<file path="src/rtl/fmt_pkg.sv">
package fmt_pkg;
  typedef enum logic {
    GRP_REG = 1'b0,
    GRP_INJ = 1'b1
  } grp_e;
endpackage

</file>
<file path="src/rtl/fmt_offset_mux.sv">
module fmt_offset_mux #(
  parameter int DATA_W    = 12,
  parameter int NUM_SLOTS = 4,
  localparam int SLOT_W   = $clog2(NUM_SLOTS)
) (
  input  logic [NUM_SLOTS*DATA_W-1:0] offsets_i,
  input  logic [SLOT_W-1:0]           slot_i,
  output logic [DATA_W-1:0]           offset_o
);
  logic [DATA_W-1:0] ofs_arr [NUM_SLOTS];

  for (genvar k = 0; k < NUM_SLOTS; k++) begin : g_unpack
    assign ofs_arr[k] = offsets_i[k*DATA_W +: DATA_W];
  end

  assign offset_o = ofs_arr[slot_i];
endmodule

</file>
<file path="src/rtl/fmt_offset_sub.sv">
module fmt_offset_sub #(
  parameter int DATA_W = 12
) (
  input  logic [DATA_W-1:0]        result_i,
  input  logic [DATA_W-1:0]        offset_i,
  output logic signed [DATA_W:0]   diff_o
);
  // one extra bit keeps the full -(2^N-1)..(2^N-1) range
  assign diff_o = $signed({1'b0, result_i}) - $signed({1'b0, offset_i});
endmodule

</file>
<file path="src/rtl/fmt_justify.sv">
module fmt_justify #(
  parameter int DATA_W  = 12,
  parameter int OUT_W   = 16,
  localparam int PAD_W  = OUT_W - DATA_W
) (
  input  logic                   inj_i,
  input  logic                   left_i,
  input  logic [DATA_W-1:0]      raw_i,
  input  logic signed [DATA_W:0] diff_i,
  output logic [OUT_W-1:0]       word_o
);
  always_comb begin
    unique case ({inj_i, left_i})
      2'b00:   word_o = {{PAD_W{1'b0}}, raw_i};
      2'b01:   word_o = {raw_i, {PAD_W{1'b0}}};
      2'b10:   word_o = {{(PAD_W-1){diff_i[DATA_W]}}, diff_i};
      default: word_o = {diff_i, {(PAD_W-1){1'b0}}};
    endcase
  end
endmodule

</file>
<file path="src/rtl/adc_result_fmt.sv">
module adc_result_fmt #(
  parameter int DATA_W    = 12,
  parameter int OUT_W     = 16,
  parameter int NUM_SLOTS = 4,
  localparam int SLOT_W   = $clog2(NUM_SLOTS)
) (
  input  logic                        clk_i,
  input  logic                        rst_ni,
  input  logic                        valid_i,
  input  logic [DATA_W-1:0]           result_i,
  input  logic                        grp_i,
  input  logic [SLOT_W-1:0]           slot_i,
  input  logic                        align_i,
  input  logic [NUM_SLOTS*DATA_W-1:0] offsets_i,
  output logic [OUT_W-1:0]            data_o,
  output logic                        valid_o
);
  import fmt_pkg::*;

  localparam int PAD_W = OUT_W - DATA_W;

  logic [DATA_W-1:0]        offset_sel;
  logic signed [DATA_W:0]   diff;
  logic [OUT_W-1:0]         word_d;
  logic                     is_inj;

  assign is_inj = (grp_e'(grp_i) == GRP_INJ);

  fmt_offset_mux #(.DATA_W(DATA_W), .NUM_SLOTS(NUM_SLOTS)) u_mux (
    .offsets_i (offsets_i),
    .slot_i    (slot_i),
    .offset_o  (offset_sel)
  );

  fmt_offset_sub #(.DATA_W(DATA_W)) u_sub (
    .result_i (result_i),
    .offset_i (offset_sel),
    .diff_o   (diff)
  );

  fmt_justify #(.DATA_W(DATA_W), .OUT_W(OUT_W)) u_just (
    .inj_i  (is_inj),
    .left_i (align_i),
    .raw_i  (result_i),
    .diff_i (diff),
    .word_o (word_d)
  );

  always_ff @(posedge clk_i or negedge rst_ni) begin
    if (!rst_ni) begin
      valid_o <= 1'b0;
      data_o  <= '0;
    end else begin
      valid_o <= valid_i;
      if (valid_i) data_o <= word_d;
    end
  end

  AST_VALID_FOLLOWS: assert property (@(posedge clk_i) disable iff (!rst_ni) valid_i |=> valid_o);
  AST_VALID_DROPS: assert property (@(posedge clk_i) disable iff (!rst_ni) !valid_i |=> !valid_o);
  AST_REG_RIGHT_PAD: assert property (@(posedge clk_i) disable iff (!rst_ni)
    (valid_i && !grp_i && !align_i) |=> (data_o[OUT_W-1:DATA_W] == '0));
  AST_REG_LEFT_PAD: assert property (@(posedge clk_i) disable iff (!rst_ni)
    (valid_i && !grp_i && align_i) |=> (data_o[PAD_W-1:0] == '0));
  AST_INJ_SIGN_EXT: assert property (@(posedge clk_i) disable iff (!rst_ni)
    (valid_i && grp_i && !align_i) |=>
      (data_o[OUT_W-1:DATA_W] == '0 || data_o[OUT_W-1:DATA_W] == '1));
  AST_INJ_LEFT_PAD: assert property (@(posedge clk_i) disable iff (!rst_ni)
    (valid_i && grp_i && align_i) |=> (data_o[PAD_W-2:0] == '0));
  AST_HOLD_IDLE: assert property (@(posedge clk_i) disable iff (!rst_ni)
    !valid_i |=> $stable(data_o));
endmodule

</file>
<file path="config.mk">
export PLATFORM = sky130hd
export DESIGN_NAME = adc_result_fmt
export DESIGN_NICKNAME = d
export VERILOG_FILES = /design/src/rtl/fmt_pkg.sv /design/src/rtl/fmt_offset_mux.sv /design/src/rtl/fmt_offset_sub.sv /design/src/rtl/fmt_justify.sv /design/src/rtl/adc_result_fmt.sv
export SDC_FILE = /design/constraint.sdc
export NUM_CORES = 1
export LEC_CHECK = 0
export ABC_AREA = 1
export BUFFER_PORTS_ARGS = -buffer_cell sky130_fd_sc_hd__buf_2
export CORE_MARGIN = 5
export CORE_UTILIZATION = 49
export DETAILED_ROUTE_END_ITERATION = 12
export PLACE_DENSITY_LB_ADDON = 0.05
export SLEW_MARGIN = 20
export SYNTH_ARGS = -nofsm -noshare
export SYNTH_HDL_FRONTEND = slang
export SYNTH_SLANG_ARGS = --single-unit
</file>
<file path="constraint.sdc">
create_clock -name clk_i -period 0.8 [get_ports clk_i]
set_input_delay 0.04 -clock clk_i [delete_from_list [all_inputs] [get_ports clk_i]]
set_output_delay 0.04 -clock clk_i [all_outputs]
set_load 0.05 [all_outputs]
</file>
==> reports/qor.txt <==
Outcome -> complete, but fails checks
Failing checks -> setup timing
Worst-path clk slew -> 0.06 ns
Worst Max-Slew Pin Slew -> 0.3871 ns
CP Launch Type -> input pin
Slew headroom -> 74.17%
RSZ-0062 raised after global routing -> yes
Library cells used by synthesis -> 31
Worst ir drop on vdd -> 1.561 mV
Worst Slack Setup Final -> -0.9322 ns
R2R cell count -> 3
Total GRT Usage -> 28.39%
Starting Density -> 51.12%
Netlist Area Pre-Place -> 2059 um^2
Fin crit share -> 216.5%
Row cnt -> 23
Gpl congestion -> 0.9872
Cell Pwr Density -> 1413 nW/um^2
Post-synth top area cell -> nand2_1
R2R Path End -> data_o[15]$_DFFE_PN0P_
CTS H-tree depth -> 1
Synth warnings -> 0
CP delay by family, top -> simple AND/OR/NAND/NOR gates
Internal power -> 0.002760 W
Leakage -> 1.892 nW
Sw Pwr -> 0.002298 W
GR Overflow Total -> 0
Worst Setup Path Type -> input pin to flop
DPL Wire Length -> 5569 um
DP Worst Slack -> -1.236 ns
#FFs+latches synth -> 17
Core area -> 4029 um^2
Register share of total power -> 21.5%
Worst min-delay path class -> input pin to flop
Tmin final -> 1.732 ns
Hold Crit Start -> valid_i
Max frequency -> 0.5773 GHz
Commonest non-fill, non-tap cell in the layout -> nand2_1
Die width -> 74.83 um
Total of max-cap violations -> 0
Worst Skew -> 0 ns
Mapped Cells -> 343
WP data required -> 0.94 ns
Switch share -> 45.42%
Comb pwr share -> 66.1%
Die height -> 74.83 um
Buf/Inv on CP -> 5
Antenna diodes -> 0
Final Max Slew Viols -> 0
Starting DRT DRC Count -> 268
Worst EP arrival -> 1.88 ns
Reg2reg setup slack -> -0.11 ns
Port bufs -> 83
# nets final -> 556
Clock share of power -> 12.4%
Num ports -> 84
Hold Path Depth -> 2
Launch point of the worst reg-to-reg path -> data_o[15]$_DFFE_PN0P_
Drt drc -> 0
Worst Path Max Fanout -> 6
Drt pass-1 iters -> 6
Area grow syn2layout -> 73.88%
Largest cells by area after synthesis -> nand2_1 25%, dfrtp_1 21%, inv_1 8.2%
Cells along the critical path -> buf_12 -> inv_12 -> buf_12 -> nand2_4 -> a32o_2 -> ha_4 -> buf_6 -> nand3_4 -> nand3_4 -> nand2_2 -> nand2_1 -> nand2_1 -> nand2_2 -> o21ai_1 -> inv_1 -> nand2_1 -> nand2_1
Initial antenna violation count -> 0
Vias in the first global route -> 2,738
Worst setup EP type -> flop
TritonCTS buffer count -> 3
Synthesized Nets -> 424
CTS root buf -> clkbuf_8
First-pass GRT wire length -> 12,410 um
Hold Crit Endpoint -> valid_o$_DFF_PN0_
CTS sink cnt -> 17
Most frequent cells in the layout -> 115 x nand2_1, 65 x buf_2, 46 x buf_4, 39 x inv_1
Max stage delay on crit path -> 0.31 ns
Skew-Pair Late Insertion Delay -> 0.25 ns
Vias/cell -> 5.569
CTS tree -> built
Post-route ant nets -> 0
Share of layout cells above drive strength 1 -> 48.73%
Slowest CP cell -> a32o_2
Largest buffer count on any clock path -> 2
CP dominant cell by count -> nand2_1
Top cell type's share of synthesized area -> 25.33%
Final hold violations -> 0
Routed via count -> 2,918
WL final -> 8522 um
Sequential share of the synthesized area -> 20.66%
Final core occ -> 88.88%
Final setup viols -> 33
Die area -> 5600 um^2
Avg Inst Size Synth -> 6.004 um^2
Largest net degree at the start of global routing -> 18
DR WL/cell -> 16.26 um
worst max-delay path by stage:
stage	start	end	slack [ns]	cells after the start
2_1_floorplan	slot_i[0]	data_o[11]$_DFFE_PN0P_	-1.09	18
3_3_place_gp	slot_i[0]	data_o[11]$_DFFE_PN0P_	-1.19	16
3_5_place_dp	slot_i[0]	data_o[12]$_DFFE_PN0P_	-1.24	14
4_1_cts	slot_i[0]	data_o[12]$_DFFE_PN0P_	-0.82	16
5_1_grt	slot_i[0]	data_o[11]$_DFFE_PN0P_	-1.06	17
6_report	slot_i[0]	data_o[11]$_DFFE_PN0P_	-0.93	17
synth_stat cells:
master and n:
nand2_1 139, inv_1 45, nand3_1 22, nor2_1 21
a21oi_1 19, dfrtp_1 17, ha_1 13, a32o_1 11
o21ai_0 10, a221oi_1 7, clkbuf_1 5, buf_2 4
nand4_1 4, inv_2 3, a31oi_1 2, buf_6 2
nor2_2 2, nor2_4 2, o21ai_2 2, xor2_1 2
a21o_1 1, a221oi_2 1, a22oi_1 1, clkinv_1 1
fa_1 1, nand2_2 1, o21a_1 1, o21ai_1 1
o22ai_1 1, o31ai_1 1, xnor2_1 1
area by class of cell:
cell class              count  area, um^2
multi-input cells         266        1828
repair buffers            138        1021
fillers                   201       447.9
flip-flops and latches     17       425.4
inverters                  49       198.9
well taps                  50       62.56
clock buffers               4       45.04
stage by stage:
step	power, W	std cells	TNS, ns	hold WS (ns)	cell area (um^2)
5_1_grt	0.005350	524	-15.04	0.1521	3581
3_5_place_dp	0.003504	506	-18.08	-0.02242	2864
4_1_cts	0.004717	519	-11.95	0.1194	3405
6_report	0.005058	524	-13.35	0.1503	3581
3_3_place_gp	0.003465	506	-17.52	-0.02606	2864
2_1_floorplan	0.002694	343	-14.70	-0.2556	2188
power by group through the flow:
stage	sequential, W	combinational [W]	clock (W)
floorplan	0.00150	0.00119	0
global placement	0.00105	0.00241	0
detailed placement	0.00106	0.00245	0
CTS	0.00107	0.00302	0.000625
global route	0.00109	0.00358	0.000673
finish	0.00109	0.00334	0.000629
cell families after synthesis:
| group | Yosys count | synth area share [%] |
|---|---|---|
| and+or+nand+nor | 191 | 37.73 |
| buffers and inverters | 60 | 11.91 |
| AOI/OAI and AO/OA | 58 | 19.56 |
| DFF | 17 | 20.66 |
| adders and majority gates | 14 | 8.870 |
| xor gates and xnor gates | 3 | 1.276 |
worst reg2reg max path, delay by kind of cell (launching register included):
family | cells | cell delay (ns)
AND/OR/NAND/NOR | 1 | 0.14
flip-flops | 1 | 0.40
buffers and inverters | 1 | 0.14
AO/OA/AOI/OAI | 1 | 0.09
repair_timing:
item,in CTS,in global routing
pin swaps,27,19
resized for setup,107,28
hold endpoints to repair,17,0
setup endpoints to repair,33,33
setup buffers,5,4
cloned,3,1
hold buffers,1,0
routing by layer:
layer	global-route usage, %	vias up	wire (um)
met3	4.539	18	741
li1	-	1386	-
met2	51.26	151	4357
met4	5.534	0	184
met1	35.67	1363	3239
met5	0	-	0
flip-flops by register name (all words and copies together), names as in the netlist:
signal / flops
valid_o: 1
data_o: 16
(Power assumes the default switching activity.)
